## config.mk

```make
export PLATFORM = sky130hd
export DESIGN_NAME = cfg_io_port
export DESIGN_NICKNAME = d
export VERILOG_FILES = /design/src/rtl/port_pkg.sv /design/src/rtl/port_regs.sv /design/src/rtl/port_addr_latch.sv /design/src/rtl/port_sync2.sv /design/src/rtl/port_pad_drive.sv /design/src/rtl/cfg_io_port.sv
export SDC_FILE = /design/constraint.sdc
export NUM_CORES = 1
export LEC_CHECK = 0
export BUFFER_PORTS_ARGS = -buffer_cell sky130_fd_sc_hd__buf_2
export CAP_MARGIN = 10
export CORE_ASPECT_RATIO = 1.75
export CORE_MARGIN = 4
export CORE_UTILIZATION = 40
export DETAILED_ROUTE_END_ITERATION = 16
export PLACE_DENSITY = 0.7
export SYNTH_ARGS = -nofsm -noshare
export SYNTH_HDL_FRONTEND = slang
export SYNTH_HIERARCHICAL = 1
export SYNTH_SLANG_ARGS = --single-unit
export TNS_END_PERCENT = 50
```

## constraint.sdc

```tcl
create_clock -name clk -period 2 [get_ports clk]
set_input_delay 0.3 -clock clk [delete_from_list [all_inputs] [get_ports clk]]
set_output_delay 0.3 -clock clk [all_outputs]
set_load 0.05 [all_outputs]
```

## src/rtl/port_pkg.sv

```systemverilog
package port_pkg;
  typedef enum logic [1:0] {
    REG_PIN   = 2'd0,
    REG_DIR   = 2'd1,
    REG_DATA  = 2'd2,
    REG_AMODE = 2'd3
  } reg_sel_e;
endpackage

```

## src/rtl/port_regs.sv

```systemverilog
module port_regs
  import port_pkg::*;
#(
  parameter int PW = 8
) (
  input  logic          clk,
  input  logic          rst_n,
  input  logic          we,
  input  logic [1:0]    sel,
  input  logic [PW-1:0] wdata,
  output logic [PW-1:0] dir_q,
  output logic [PW-1:0] data_q,
  output logic [PW-1:0] amode_q
);
  logic [PW-1:0] dir_n, data_n, amode_n;

  always_comb begin
    dir_n   = dir_q;
    data_n  = data_q;
    amode_n = amode_q;
    if (we) begin
      case (reg_sel_e'(sel))
        REG_DIR:   dir_n   = wdata;
        REG_DATA:  data_n  = wdata;
        REG_AMODE: amode_n = wdata;
        default:   ;
      endcase
    end
  end

  always_ff @(posedge clk or negedge rst_n) begin
    if (!rst_n) begin
      dir_q   <= '0;
      data_q  <= '0;
      amode_q <= '0;
    end else begin
      dir_q   <= dir_n;
      data_q  <= data_n;
      amode_q <= amode_n;
    end
  end

  // the pad-level offset is read-only
  p_pin_ro_r5: assert property (@(posedge clk) disable iff (!rst_n)
    (we && sel == 2'd0) |=> ($stable(dir_q) && $stable(data_q) && $stable(amode_q)));

  // a direction write lands in the next cycle
  p_dir_write_r3: assert property (@(posedge clk) disable iff (!rst_n)
    (we && sel == 2'd1) |=> (dir_q == $past(wdata)));
endmodule

```

## src/rtl/port_addr_latch.sv

```systemverilog
module port_addr_latch #(
  parameter int PW = 8
) (
  input  logic          clk,
  input  logic          rst_n,
  input  logic          ale,
  input  logic [PW-1:0] ad_bus,
  output logic [PW-1:0] addr_q
);
  logic          ale_d;
  logic [PW-1:0] ad_d;
  logic          fall;
  logic [PW-1:0] addr_n;

  assign fall = ale_d & ~ale;

  always_comb begin
    addr_n = addr_q;
    if (fall) addr_n = ad_d;
  end

  always_ff @(posedge clk or negedge rst_n) begin
    if (!rst_n) begin
      ale_d  <= 1'b0;
      ad_d   <= '0;
      addr_q <= '0;
    end else begin
      ale_d  <= ale;
      ad_d   <= ad_bus;
      addr_q <= addr_n;
    end
  end

  // load only on the trailing strobe edge
  p_latch_load_r6: assert property (@(posedge clk) disable iff (!rst_n)
    (ale_d && !ale) |=> (addr_q == $past(ad_d)));

  // hold otherwise
  p_latch_hold_r6: assert property (@(posedge clk) disable iff (!rst_n)
    !(ale_d && !ale) |=> $stable(addr_q));
endmodule

```

## src/rtl/port_sync2.sv

```systemverilog
module port_sync2 #(
  parameter int PW = 8
) (
  input  logic          clk,
  input  logic          rst_n,
  input  logic [PW-1:0] d,
  output logic [PW-1:0] q
);
  logic [PW-1:0] s1;

  always_ff @(posedge clk or negedge rst_n) begin
    if (!rst_n) begin
      s1 <= '0;
      q  <= '0;
    end else begin
      s1 <= d;
      q  <= s1;
    end
  end
endmodule

```

## src/rtl/port_pad_drive.sv

```systemverilog
module port_pad_drive #(
  parameter int          PW      = 8,
  parameter logic [PW-1:0] OD_MASK = '0
) (
  input  logic [PW-1:0] dir,
  input  logic [PW-1:0] data,
  input  logic [PW-1:0] amode,
  input  logic [PW-1:0] addr,
  output logic [PW-1:0] pad_out,
  output logic [PW-1:0] pad_oe
);
  for (genvar i = 0; i < PW; i++) begin : g_pin
    logic val;
    logic drv;
    assign val = amode[i] ? addr[i] : data[i];
    assign drv = amode[i] | dir[i];
    if (OD_MASK[i]) begin : g_od
      assign pad_out[i] = 1'b0;
      assign pad_oe[i]  = drv & ~val;
    end else begin : g_pp
      assign pad_out[i] = val;
      assign pad_oe[i]  = drv;
    end
  end
endmodule

```

## src/rtl/cfg_io_port.sv

```systemverilog
module cfg_io_port
  import port_pkg::*;
#(
  parameter int            PW      = 8,
  parameter logic [PW-1:0] OD_MASK = '0
) (
  input  logic          clk,
  input  logic          rst_n,
  input  logic          bus_we,
  input  logic [1:0]    bus_addr,
  input  logic [PW-1:0] bus_wdata,
  output logic [PW-1:0] bus_rdata,
  input  logic [PW-1:0] ad_bus,
  input  logic          ale,
  input  logic [PW-1:0] pad_in,
  output logic [PW-1:0] pad_out,
  output logic [PW-1:0] pad_oe
);
  localparam logic [PW-1:0] PP_MASK = ~OD_MASK;

  logic [1:0]    rst_sr;
  logic          rst_s;
  logic [PW-1:0] dir_q, data_q, amode_q, addr_q, pin_q;

  always_ff @(posedge clk or negedge rst_n) begin
    if (!rst_n) rst_sr <= 2'b00;
    else        rst_sr <= {rst_sr[0], 1'b1};
  end
  assign rst_s = rst_sr[1];

  port_regs #(.PW(PW)) i_regs (
    .clk(clk), .rst_n(rst_s), .we(bus_we), .sel(bus_addr), .wdata(bus_wdata),
    .dir_q(dir_q), .data_q(data_q), .amode_q(amode_q)
  );

  port_addr_latch #(.PW(PW)) i_alat (
    .clk(clk), .rst_n(rst_s), .ale(ale), .ad_bus(ad_bus), .addr_q(addr_q)
  );

  port_sync2 #(.PW(PW)) i_sync (
    .clk(clk), .rst_n(rst_s), .d(pad_in), .q(pin_q)
  );

  port_pad_drive #(.PW(PW), .OD_MASK(OD_MASK)) i_drive (
    .dir(dir_q), .data(data_q), .amode(amode_q), .addr(addr_q),
    .pad_out(pad_out), .pad_oe(pad_oe)
  );

  always_comb begin
    case (reg_sel_e'(bus_addr))
      REG_PIN:   bus_rdata = pin_q;
      REG_DIR:   bus_rdata = dir_q;
      REG_DATA:  bus_rdata = data_q;
      default:   bus_rdata = amode_q;
    endcase
  end

  // push-pull register-mode pins follow direction and data
  p_pp_follow_r2: assert property (@(posedge clk) disable iff (!rst_s)
    (((pad_oe ^ dir_q) & PP_MASK & ~amode_q) == '0) &&
    (((pad_out ^ data_q) & PP_MASK & ~amode_q & dir_q) == '0));

  // open-drain register-mode outputs release for one, pull low for zero
  p_od_release_r8: assert property (@(posedge clk) disable iff (!rst_s)
    ((pad_oe ^ (dir_q & ~data_q)) & OD_MASK & ~amode_q) == '0);

  // address-mode push-pull pins always drive the latched bit
  p_amode_drive_r7: assert property (@(posedge clk) disable iff (!rst_s)
    (((amode_q & PP_MASK & ~pad_oe) == '0) &&
     (((pad_out ^ addr_q) & amode_q & PP_MASK) == '0)));
endmodule

```

* Word level (Yosys, flattened, before mapping)
Cells that the tools add are included.
** Storage, ports and cells
- Register bits :: 59
- Input port bits :: 30
- Word-level logic and storage cells :: 35
** Operators by class
- Equal/unequal tests :: 3
- Mux-type cells :: 9
- Bitwise operators :: 10
- Reductions and logical operators :: 4
** Operator list (count)
- case mux 8 bit (3 select lines) :: 1
- 2-to-1 mux 1 bit :: 8
- bitwise OR 1 bit :: 8
- AND reduction 2 bit :: 3
- == test 2 bit, second input constant :: 2
- == test 2 x 1 -> 1 bit, second input constant :: 1
- logical NOT 2 bit :: 1
- AND 1 bit :: 1
- inverter 1 bit :: 1

* Depth between registers and ports, before layout
- Depth after elaboration :: 2
- Gate-level depth with buffers :: 3
- Depth with buffers taken out :: 2

* By module
The synthesis kept the hierarchy.
** Modules (own cells, without submodules)
- port_regs :: instances 1, cells an instance 51, area an instance 903.4 um2, seq. area each 600.6 um2
- port_addr_latch :: instances 1, cells an instance 27, area an instance 570.5 um2, seq. area each 425.4 um2
- port_sync2 :: instances 1, cells an instance 16, area an instance 400.4 um2, seq. area each 400.4 um2
- port_pad_drive :: instances 1, cells an instance 32, area an instance 290.3 um2, seq. area each 0.0 um2
- cfg_io_port :: instances 1, cells an instance 13, area an instance 250.2 um2, seq. area each 50.0 um2

* Worst setup path after synthesis
No wires, ideal clock.
- Path kind :: input to output
- Start point :: in bus_addr[0]
- End point :: out bus_rdata[0]
- Arrival :: 1.094 ns
- Data required time :: 1.700 ns
- Setup slack :: 0.606 ns
- Stages :: 2
- Cells stage by stage :: buf_6 mux4_2
** On the way
- Word-level cells in the longest chain between the ends :: 2
- Elaborated cells on any way between the ends :: 4
** Ends and longest elaborated chain
- start: declaration :: RTL line cfg_io_port.sv:10 : input logic [1:0] bus_addr,
- == test 2 bit (tied with other cells) :: RTL line cfg_io_port.sv:50 : case (reg_sel_e'(bus_addr))
- case mux 8 bit (3 select lines) * :: RTL line cfg_io_port.sv:50
- end: declaration :: RTL line cfg_io_port.sv:12 : output logic [PW-1:0] bus_rdata,
Mark *: on every way between the ends. The rest lies on a longest branch, timed or not.

* Worst setup path in the final report
- Start point :: reg i_regs.amode_q[2]
- End point :: out bus_rdata[2]
** On the way
- Word-level cells in the longest chain between the ends :: 1
** Ends and longest elaborated chain
- start: declaration :: RTL line port_regs.sv:13 : output logic [PW-1:0] amode_q
- start signal: assignment :: RTL line port_regs.sv:39 : amode_q <= amode_n;
- case mux 8 bit (3 select lines) :: RTL line cfg_io_port.sv:50
No other way between the ends.

==> impl_results.md <==
- Die area: 7390 sq um
- Largest stage delay on the critical path: 0.47 ns
- Die W: around 67 um
- Global route hottest layer: met2
- Final Util: 0.491
- Slew margin rel.: 0.663
- Root Buffer: clkbuf_8
- Sequential fraction of the synthesis area: 0.611
- Hold worst-path end: i_alat/ad_d[4]$_DFF_PN0_
- Yosys cell types: 12
- CP Launch Type: flop
- DR iter-0 viols: 35
- Clk sink count: 59
- CP max-delay cell: mux4_2
- Largest cells by area after synthesis: dfrtp_1 (61%), mux2_2 (11%), mux2_4 (9.9%)
- Commonest non-fill, non-tap cell in the layout: dfrtp_1
- CTS Buf Count: 9
- Die Ht: 111 um
- Final GP Congestion: 0.681
- Global-route wire length before repair: 7260 um
- Diodes inserted: 0
- Worst hold path type: in -> reg
- Setup WS post-layout: 0.253 ns
- Starting Density: 0.411
- Hold path depth: 1
- Crit path DAT: 1.45 ns
- Final setup TNS: 0 ns
- Max Root-Sink Buffers: 2
- Placed cell area: 2650 sq um
- Final net count: 216
- LEAKAGE: 1.35 nW
- DRC violations left: 0
- # rows: 37
- Status: completed
- Synth warnings: 6
- Peak VDD IR: 535 uV
- Post-synthesis register bit count: 59
- Kind of end point of the critical path: primary output
- Final period util: 0.874
- Fin crit period: 1.75 ns
- Syn_nets: 169
- Fin. Hold Viols: 0
- DR WL/cell: between 15 and 20 um
- Worst-path cell chain: mux4_2 > buf_2
- Core Area: about 5900 sq um
- Crit Path Class: reg -> out
- Antenna violations before repair: 0
- Slew @ Worst Pin: 0.506 ns
- Clk slew on worst S/H paths: 0.07 ns
- Most frequent cells in the layout: dfrtp_1 (58), buf_2 (53), mux2_2 (24)
- Met2 Use GR: 0.222
- CTS tree: built
- Post-CTS Resized: 0
- Pre-CTS WS: 0.274 ns
- Post-route ant nets: 0
- Final slew viol count: 0
- P per Cell Area: 1220 nW/um^2
- Ports: 54
- Detail-routed via count per cell: 4.58
- Worst R2R Start: i_alat/ale_d$_DFF_PN0_
- Mapped Cells: 139
- Largest net degree at the start of global routing: 37
- Area share of the largest cell type after synthesis: 0.611
- Slack of the worst reg-to-reg path: around 0.82 ns
- Vias in the first global route: 1408
- Via Count: 1231
- Maximum clock frequency: approximately 570 MHz
- WP data required: approximately 1.7 ns
- Insertion delay to the later sink of the worst-skew pair: 0.33 ns
- Setup-failing EPs final: 0
- Area grow syn2layout: 19.6%
- Max Cap Viol: 0
- Reg2reg path depth: 2
- Met3 Usage GRT: 0.0456
- IO Port Bufs: 53
- Clock skew: 0.00537 ns
- Met1 usage: 0.152
- Syn_area_per_cell: 17.4 sq um
- Syn Std Cell Area: 2410 sq um
- RSZ-0062 raised after global routing: false
- First-pass DRT Iterations: 4
- Final Cell Area: roughly 2900 sq um
- Setup repair bufs after CTS: 0
- H-tree Lvls: 3
- Biggest area consumer among synthesized cells: dfrtp_1
- Share of post-route cells with drive strength above 1: 0.644
- Final WL: 4260 um
- GRT Total Usage: 0.138
- HP Start: ad_bus[4]
- Grt ovf: 0
- Worst Path Max Fanout: 4
- Reg2reg end: i_alat/addr_q[3]$_DFFE_PN0P_
[sequential cells by signal (all words and copies together), names as in the netlist]
signal          count
i_regs/data_q       8
i_sync/q            8
i_regs/amode_q      8
rst_sr              2
i_regs/dir_q        8
i_alat/ad_d         8
i_alat/addr_q       8
i_sync/s1           8
i_alat/ale_d        1
[metrics by stage]
stage | hold slack, ns | power (mW) | cells
2_1_floorplan | 0.00441 | 2.25 | 139
3_3_place_gp | 0.0862 | 2.34 | 252
3_5_place_dp | 0.0883 | 2.35 | 252
4_1_cts | 0.0440 | 3.58 | 269
5_1_grt | 0.0455 | 3.68 | 269
6_report | 0.0701 | 3.52 | 269
[worst max-delay path by stage]
stage | start | endpoint
floorplan | rst_sr[1]$_DFF_PN0_ | i_alat/ad_d[0]$_DFF_PN0_
global placement | bus_addr[0] | bus_rdata[3]
detailed placement | bus_addr[0] | bus_rdata[4]
CTS | i_regs/amode_q[4]$_DFFE_PN0P_ | bus_rdata[4]
global route | i_regs/amode_q[4]$_DFFE_PN0P_ | bus_rdata[4]
finish | i_regs/amode_q[2]$_DFFE_PN0P_ | bus_rdata[2]
[worst max-delay path: cells and delay by family (launching register included)]
kind	cells	cell delay (ns)
flops	1	0.42
mux	1	0.47
buf+inv	1	0.22
[per-layer routing]
metal / part of all wire / wire (um)
met5: 0 / 0
met4: 0.019 / 81
met3: 0.047 / 202
met2: 0.55 / 2320
met1: 0.39 / 1650
[repair_timing]
action	in CTS	in global routing
hold buffers	1	0
endpoints found under the setup margin	0	0
hold endpoints to repair	2	0
[cells by family (layout without fill, tap and decap cells)]
kind of cell / after synthesis / count (layout) / synth area share
other: 1 / 1 / 0.00155
muxes: 48 / 48 / 0.286
buffers and inverters: 19 / 71 / 0.0611
DFF: 59 / 59 / 0.611
and+or+nand+nor: 12 / 12 / 0.0399
[where the power goes]
group / switching [mW] / total, mW / internal (mW)
Combinational: 0.535 / 0.867 / 0.332
Clock: 0.442 / 1.20 / 0.762
Sequential: 0.112 / 1.45 / 1.34
[Yosys cell counts]
| cell type | number |
|---|---|
| conb_1 | 1 |
| nand3_2 | 1 |
| nand3b_2 | 2 |
| buf_6 | 2 |
| dfrtp_1 | 59 |
| buf_4 | 16 |
| mux2_4 | 16 |
| or2_1 | 8 |
| mux2_2 | 24 |
| mux4_2 | 8 |
| clkbuf_2 | 1 |
| nor2b_4 | 1 |
[cell type report]
cell class / instances / area (sq um)
flip-flops and latches: 59 / 1480
multi-input cells: 61 / 791
fillers: 513 / 2990
clock inverters: 5 / 75.1
repair buffers: 55 / 295
well taps: 78 / 97.6
clock buffers: 11 / 151
Note: power is estimated with default switching activity, not from simulation.
